File: src/rtl/ras_pkg.sv
package ras_pkg;

    localparam int RAS_ADDR_W     = 32;
    localparam int RAS_DEPTH      = 16;
    localparam int RAS_INSTR_BYTES = 4;

    typedef enum logic [1:0] {
        OP_IDLE    = 2'd0,
        OP_PUSH    = 2'd1,
        OP_POP     = 2'd2,
        OP_RESTORE = 2'd3
    } ras_op_e;

    // Restore outranks pop, pop outranks push.
    function automatic ras_op_e pick_op(input logic rst_cmd, input logic pop_cmd,
                                        input logic push_cmd);
        if (rst_cmd)       return OP_RESTORE;
        else if (pop_cmd)  return OP_POP;
        else if (push_cmd) return OP_PUSH;
        else               return OP_IDLE;
    endfunction

endpackage

File: src/rtl/ras_ptr_ctrl.sv
module ras_ptr_ctrl
    import ras_pkg::*;
#(
    parameter int DEPTH  = RAS_DEPTH,
    parameter int ADDR_W = RAS_ADDR_W,
    parameter int STEP   = RAS_INSTR_BYTES,
    localparam int PTR_W = $clog2(DEPTH),
    localparam int CNT_W = PTR_W + 1
) (
    input  logic              clk,
    input  logic              rst,
    input  logic              push_en,
    input  logic [ADDR_W-1:0] push_pc,
    input  logic              pop_en,
    input  logic              restore_en,
    input  logic [PTR_W-1:0]  restore_idx,
    input  logic [ADDR_W-1:0] restore_tgt,
    output logic [PTR_W-1:0]  top_ptr,
    output logic              not_empty,
    output logic              wr_en,
    output logic [PTR_W-1:0]  wr_idx,
    output logic [ADDR_W-1:0] wr_data
);

    localparam logic [PTR_W-1:0] PTR_ONE  = PTR_W'(1);
    localparam logic [CNT_W-1:0] CNT_FULL = CNT_W'(DEPTH);

    logic [PTR_W-1:0] ptr_q, ptr_d;
    logic [CNT_W-1:0] cnt_q, cnt_d;
    ras_op_e          op;

    assign op = pick_op(restore_en, pop_en, push_en);

    always_comb begin
        ptr_d   = ptr_q;
        cnt_d   = cnt_q;
        wr_en   = 1'b0;
        wr_idx  = ptr_q;
        wr_data = '0;
        unique case (op)
            OP_RESTORE: begin
                ptr_d   = restore_idx;
                cnt_d   = (cnt_q == '0) ? CNT_W'(1) : cnt_q;
                wr_en   = 1'b1;
                wr_idx  = restore_idx;
                wr_data = restore_tgt;
            end
            OP_POP: begin
                if (cnt_q != '0) begin
                    ptr_d = ptr_q - PTR_ONE;
                    cnt_d = cnt_q - CNT_W'(1);
                end
            end
            OP_PUSH: begin
                ptr_d   = ptr_q + PTR_ONE;
                cnt_d   = (cnt_q == CNT_FULL) ? cnt_q : cnt_q + CNT_W'(1);
                wr_en   = 1'b1;
                wr_idx  = ptr_q + PTR_ONE;
                wr_data = push_pc + ADDR_W'(STEP);
            end
            default: ;
        endcase
    end

    always_ff @(posedge clk) begin
        if (rst) begin
            ptr_q <= '0;
            cnt_q <= '0;
        end else begin
            ptr_q <= ptr_d;
            cnt_q <= cnt_d;
        end
    end

    assign top_ptr   = ptr_q;
    assign not_empty = (cnt_q != '0);

    assert_cnt_bound_R5: assert property (@(posedge clk) disable iff (rst)
        cnt_q <= CNT_FULL);

    assert_empty_pop_hold_R4: assert property (@(posedge clk) disable iff (rst)
        (pop_en && !restore_en && cnt_q == '0) |=> (ptr_q == $past(ptr_q)) && (cnt_q == '0));

    assert_push_step_R2: assert property (@(posedge clk) disable iff (rst)
        (push_en && !pop_en && !restore_en) |=> ptr_q == $past(ptr_q) + PTR_ONE);

    assert_restore_ptr_R6: assert property (@(posedge clk) disable iff (rst)
        restore_en |=> (ptr_q == $past(restore_idx)) && (cnt_q != '0));

    assert_pop_step_R3: assert property (@(posedge clk) disable iff (rst)
        (pop_en && !restore_en && cnt_q != '0) |=> ptr_q == $past(ptr_q) - PTR_ONE);

endmodule

File: src/rtl/ras_store.sv
module ras_store #(
    parameter int DEPTH  = 16,
    parameter int ADDR_W = 32,
    localparam int PTR_W = $clog2(DEPTH)
) (
    input  logic              clk,
    input  logic              rst,
    input  logic              wr_en,
    input  logic [PTR_W-1:0]  wr_idx,
    input  logic [ADDR_W-1:0] wr_data,
    input  logic [PTR_W-1:0]  rd_idx,
    output logic [ADDR_W-1:0] rd_data
);

    logic [ADDR_W-1:0] slot_q [DEPTH];

    for (genvar i = 0; i < DEPTH; i++) begin : g_slot
        always_ff @(posedge clk) begin
            if (rst)
                slot_q[i] <= '0;
            else if (wr_en && wr_idx == PTR_W'(i))
                slot_q[i] <= wr_data;
        end
    end

    assign rd_data = slot_q[rd_idx];

    assert_write_lands_R2: assert property (@(posedge clk) disable iff (rst)
        wr_en |=> slot_q[$past(wr_idx)] == $past(wr_data));

    assert_idle_slot_stable_R3: assert property (@(posedge clk) disable iff (rst)
        !wr_en |=> slot_q[$past(rd_idx)] == $past(rd_data));

endmodule

File: src/rtl/ras_ckpt_stack.sv
module ras_ckpt_stack
    import ras_pkg::*;
#(
    parameter int DEPTH  = RAS_DEPTH,
    parameter int ADDR_W = RAS_ADDR_W,
    parameter int STEP   = RAS_INSTR_BYTES,
    localparam int PTR_W = $clog2(DEPTH)
) (
    input  logic              clk,
    input  logic              rst,
    input  logic              push_en,
    input  logic [ADDR_W-1:0] push_pc,
    input  logic              pop_en,
    input  logic              restore_en,
    input  logic [PTR_W-1:0]  restore_idx,
    input  logic [ADDR_W-1:0] restore_tgt,
    output logic              top_valid,
    output logic [PTR_W-1:0]  top_idx,
    output logic [ADDR_W-1:0] top_tgt
);

    logic              wr_en;
    logic [PTR_W-1:0]  wr_idx;
    logic [ADDR_W-1:0] wr_data;
    logic [PTR_W-1:0]  ptr;
    logic              live;

    ras_ptr_ctrl #(.DEPTH(DEPTH), .ADDR_W(ADDR_W), .STEP(STEP)) u_ctrl (
        .clk         (clk),
        .rst         (rst),
        .push_en     (push_en),
        .push_pc     (push_pc),
        .pop_en      (pop_en),
        .restore_en  (restore_en),
        .restore_idx (restore_idx),
        .restore_tgt (restore_tgt),
        .top_ptr     (ptr),
        .not_empty   (live),
        .wr_en       (wr_en),
        .wr_idx      (wr_idx),
        .wr_data     (wr_data)
    );

    ras_store #(.DEPTH(DEPTH), .ADDR_W(ADDR_W)) u_store (
        .clk     (clk),
        .rst     (rst),
        .wr_en   (wr_en),
        .wr_idx  (wr_idx),
        .wr_data (wr_data),
        .rd_idx  (ptr),
        .rd_data (top_tgt)
    );

    assign top_idx   = ptr;
    assign top_valid = live;

    assert_reset_clear_R1: assert property (@(posedge clk)
        rst |=> !top_valid && top_idx == '0);

    assert_push_value_R2: assert property (@(posedge clk) disable iff (rst)
        (push_en && !pop_en && !restore_en) |=>
            top_valid && top_tgt == $past(push_pc) + ADDR_W'(STEP));

    assert_restore_value_R6: assert property (@(posedge clk) disable iff (rst)
        restore_en |=> top_valid && top_tgt == $past(restore_tgt));

    assert_pop_beats_push_R7: assert property (@(posedge clk) disable iff (rst)
        (pop_en && push_en && !restore_en) |=> top_idx != $past(top_idx) + PTR_W'(1));

endmodule

File: config.mk
export PLATFORM = sky130hd
export DESIGN_NAME = ras_ckpt_stack
export DESIGN_NICKNAME = d
export VERILOG_FILES = /design/src/rtl/ras_pkg.sv /design/src/rtl/ras_ptr_ctrl.sv /design/src/rtl/ras_store.sv /design/src/rtl/ras_ckpt_stack.sv
export SDC_FILE = /design/constraint.sdc
export NUM_CORES = 1
export LEC_CHECK = 0
export ABC_AREA = 1
export BUFFER_PORTS_ARGS = -buffer_cell sky130_fd_sc_hd__buf_2
export CAP_MARGIN = 0
export CORE_UTILIZATION = 27
export CTS_CLUSTER_SIZE = 24
export DETAILED_ROUTE_END_ITERATION = 8
export PLACE_DENSITY_LB_ADDON = 0.1
export SYNTH_ARGS = -nofsm -noshare
export SYNTH_HDL_FRONTEND = slang
export SYNTH_SLANG_ARGS = --single-unit
export TNS_END_PERCENT = 100
File: constraint.sdc
create_clock -name clk -period 6.5 [get_ports clk]
set_input_delay 0.65 -clock clk [delete_from_list [all_inputs] [get_ports clk]]
set_output_delay 0.65 -clock clk [all_outputs]
set_load 0.02 [all_outputs]
Word level (Yosys, flattened, before mapping):

Memory sizes are Yosys's and may differ from the RTL's. A register that Yosys moved wholly into a read port is not among the register bits.
Index checks and enable logic that the tools add are counted.

* register bits: 9
* RAM bits: 512
* bits of input ports: 73
* output and inout bits: 37
* word-level logic and storage cells: 149
* memories: 1

* add/sub/neg operators: 5
* equality and inequality tests: 22
* mux-type cells: 80
* bitwise operators: 16
* reduce and logical (&&, ||, !) cells: 23

Memory list
* u_store.slot_q: depth 16, bits a word 32, rd ports 1, clocked after memory_dff 1, wr ports 16, RTL line ras_store.sv:15 `logic [ADDR_W-1:0] slot_q [DEPTH];`

Operator list (number)
* two-way mux 32 bit: 16
* one-hot mux 32 bit (2 select lines): 1
* two-way mux 1 bit: 52
* adder 32 x 3 -> 32 bit, second input constant: 1
* equality test 4 bit, second input constant: 8
* equality test 4 x 3 -> 1 bit, second input constant: 4
* logical AND 1 bit: 16
* OR 1 bit: 16
* two-way mux 5 bit: 3
* one-hot mux 5 bit (3 select lines): 1
* two-way mux 4 bit: 3
* one-hot mux 4 bit (3 select lines): 1
* equality test 4 x 2 -> 1 bit, second input constant: 2
* one-hot mux 4 bit (2 select lines): 1
* adder 5 x 1 -> 5 bit, second input constant: 1
* equality test 5 bit, second input constant: 1
* zero test 5 bit: 1
* nonzero test 5 bit: 1
* subtractor 5 x 1 -> 5 bit, second input constant: 1
* adder 4 x 1 -> 4 bit, second input constant: 1
* equality test 2 bit, second input constant: 2
* equality test 4 x 1 -> 1 bit, second input constant: 1
* zero test 4 bit: 1
* two-way mux 2 bit: 2
* other kinds (8): 9

Depth between registers and ports, before layout:

* depth in word-level cells: 11
* mapped depth: 18
* depth with buffers taken out: 14

Hierarchy:

From an unflattened synthesis, not the netlist that was laid out.

* cells, all modules: 3167
* area, all modules: 26661.8 µm²

Modules (own cells, without submodules)
* ras_store: times used 1, cells an instance 2749, area an instance 24473.5 µm², seq. area each 15374.7 µm²
* ras_ptr_ctrl: times used 1, cells an instance 418, area an instance 2188.3 µm², seq. area each 180.2 µm²

Least setup slack after synthesis:

Ideal clock, no wire load.

* path type: input -> register
* from: input port restore_en
* to: memory u_store.slot_q[12][0] (enable)
* setup time: 389 ps
* arrival time: 3109 ps
* required time: 6111 ps
* path slack: 3002 ps
* stages: 15
* buffers on the path: 4
* cells stage by stage: buf_2 inv_2 nand2_2 buf_6 buf_2 ha_1 buf_4 inv_2 a21oi_1 nand2_1 nor2_1 nor2_4 nor2_1 nand2_1 nand2_1

RTL lines
* from (decl): RTL line ras_ckpt_stack.sv:14 `input logic restore_en,`
* to (decl): RTL line ras_store.sv:15

==> flow_metrics.env <==
export IMPL_layout_commonest_cell="nor2_1"
export IMPL_post_cts_buffers=0
export IMPL_num_vias=19289
export IMPL_post_dp_cell_area_sq_um=26700
export IMPL_grtUsageTotal_pct=19.1
export IMPL_fin_crit_sh_pct=65.9
export IMPL_critPathLaunchType="register"
export IMPL_clock_fmax_mhz=233
export IMPL_utilization_pct=31.3
export IMPL_syn_inst=2612
export IMPL_detail_route_iter0_violations=1619
export IMPL_crit_required_ps=5850
export IMPL_wl_mm=91.0
export IMPL_clkLatencyLatePin_ps=600
export IMPL_die_height_um=307
export IMPL_io_buffers=109
export IMPL_crit_path_max_incr_delay_ps=840
export IMPL_cts_max_level=3
export IMPL_ios=110
export IMPL_cp_cell_sequence="inv_8 > buf_12 > nor2_1 > nor2_1 > o21ai_0 > o21ai_0 > o211ai_1 > nand2_1 > buf_2"
export IMPL_synth_cell_types=39
export IMPL_detail_route_antenna_nets=0
export IMPL_die_area_sq_um=94200
export IMPL_overflow=0
export IMPL_setup_tns_ps=0
export IMPL_stdcell_area_sq_um=28700
export IMPL_antenna_found_initial=1
export IMPL_final_setup_viol_count=0
export IMPL_firstDrtPassIters=5
export IMPL_slew_headroom_pct=17.9
export IMPL_sw_frac_of_total_pct=30.8
export IMPL_status="complete, no violations"
export IMPL_instances_no_fill=3908
export IMPL_cts_tree="done"
export IMPL_grt_pass1_wl_mm=132
export IMPL_finalHoldViolations=0
export IMPL_die_w_um=307
export IMPL_critPathBufInv=3
export IMPL_hp_class="in -> reg"
export IMPL_dpl_cell_count=3790
export IMPL_wl_per_cell_um=23.3
export IMPL_cts_buffers=67
export IMPL_coreArea_sq_um=91900
export IMPL_ys_ff_latch=525
export IMPL_cts_root_buf="clkbuf_16"
export IMPL_clock_path_buffers=3
export IMPL_area_growth_pct=14.4
export IMPL_core_rowCount=111
export IMPL_clockPowerShare_pct=38.2
export IMPL_powerDensity_nw_per_um2=320
export IMPL_drt_drc_violations_left=0
export IMPL_synthesis_nets=2695
export IMPL_drive_above_1_share_pct=11.6
export IMPL_slowest_stage="dfxtp_4"
export IMPL_leakagePower_nw=10.3
export IMPL_worst_pin_slew_ps=1230
export IMPL_crit_type="reg -> out"
export IMPL_seqPwrFrac_pct=43.7
export IMPL_crit_fanout=110
export IMPL_num_antenna_cells=0
export IMPL_setup_worst_path_end_class="primary output"
export IMPL_grt_max_degree=195
export IMPL_syn_area_per_cell_sq_um=9.61
export IMPL_drv_cap=0
export IMPL_final_net_count=2699
export IMPL_crit_family="buffers and inverters"
export IMPL_vdd_drop_max_v=0.000161
export IMPL_cts_sinks=525
export IMPL_grt_pass1_vias=18984
export IMPL_p_int_mw=6.36
export IMPL_finalCriticalPeriod_ps=4290
export IMPL_rsz0062_at_grt="false"
export IMPL_netlist_area_sq_um=25100
export IMPL_via_per_inst=4.94
export IMPL_slew_violations=0
export IMPL_fin_skew_ps=16.3
export IMPL_start_util_pct=27.3
export IMPL_final_cell_mix="nor2_1, edfxtp_1, o21ai_0, nand2_1, o211ai_1"
export IMPL_dp_hpwl_mm=54.5
export IMPL_r2r_slack_ps=3160
export IMPL_cts_resized=0
export IMPL_crit_arrival_ps=3640
export IMPL_ys_warn_count=0
export IMPL_yosysSeqAreaShare_pct=62.3
export IMPL_clkTransAtPathRegs_ps=50
export IMPL_power_switching_mw=2.83
export IMPL_place_congestion=0.831
export IMPL_ctsHoldBuffers=0
export IMPL_combPwrFrac_pct=18.1
-- cell families after synthesis --
logic type | synth area share [%]
xor+xnor | 0.139
fa+ha+maj | 0.528
buf+inv | 4.98
compound gates | 12.6
simple gates | 19.5
flops | 62.3
-- area by class of cell --
class / instances / area (sq um)
repair buffers: 137 / 818
flip-flops and latches: 525 / 15600
well taps: 1243 / 1560
fillers: 9708 / 63200
clock buffers: 83 / 1850
inverters: 97 / 372
multi-input cells: 1788 / 8320
clock inverters: 35 / 179
-- Yosys cell counts --
library cell  number  share of area (%)
buf_4              4               0.12
nand4_2            7               0.35
inv_1             79                1.2
o21bai_1           2              0.060
buf_2             85                1.7
clkbuf_1          94                1.4
nand3_1           80                1.6
a21oi_4            2               0.13
o21ai_1            3              0.060
buf_1             18               0.27
nand4_1           11               0.27
ha_1               9               0.45
o21ai_0          293                5.8
dfxtp_1           13                1.0
nor2_4             5               0.22
nor3_1             1              0.020
a31oi_1            2              0.050
a22oi_2            4               0.20
edfxtp_1         512                 61
a2bb2oi_2          1              0.060
a22oi_1            1              0.030
o211ai_1         131                3.9
o21ai_2            1              0.035
or2_1              1              0.025
fa_1               1              0.080
a31oi_2            1              0.050
or2_2              2              0.050
xnor2_1            4               0.14
inv_2             18               0.27
nor2_1           861                 13
nor2_2             4               0.10
a21oi_1           97                1.9
a32oi_2            3               0.19
nand2_4            2              0.090
nand3_2            1              0.040
nand2_2            3              0.075
buf_6              1              0.045
nand2_1          254                3.8
nor3b_1            1              0.030
-- flip-flops by register name (all words and copies together), names as in the netlist, named ones only --
name,cells
u_ctrl.top_ptr,4
u_ctrl.cnt_q,5
u_store.slot_q,512
-- final timing paths --
kind,start,end,cells after the start
hold reg to reg,u_ctrl.cnt_q[4],u_ctrl.cnt_q[4],2
hold / removal,rst,u_ctrl.cnt_q[1],2
setup / recovery,register,top_tgt[28],9
setup reg to reg,u_ctrl.top_ptr[2],u_store.slot_q[11][20],8
-- metrics by stage --
step           hold WS, ps  worst slack [ps]  total power, mW
5_1_grt                284              2020             9.57
4_1_cts                260              2190             9.29
3_5_place_dp           504              1720             5.76
3_3_place_gp           499              1780             5.76
2_1_floorplan          457              3000             5.03
6_report               286              2210             9.19
-- power groups by stage --
stage	Combinational (mW)	Clock (mW)	Sequential (mW)
after floorplan	1.02	0	4.01
after global placement	1.68	0	4.08
after detailed placement	1.68	0	4.09
after CTS	1.68	3.59	4.02
after global routing	1.81	3.72	4.04
final	1.66	3.51	4.02
-- routing by layer --
layer	up-vias	global-route usage, %	wire length [um]
met5	-	0	0
met4	0	4.11	1400
met3	87	2.61	4290
met2	542	29.5	40700
met1	9686	28.4	44600
li1	8974	-	-
(Power assumes the default switching activity.)
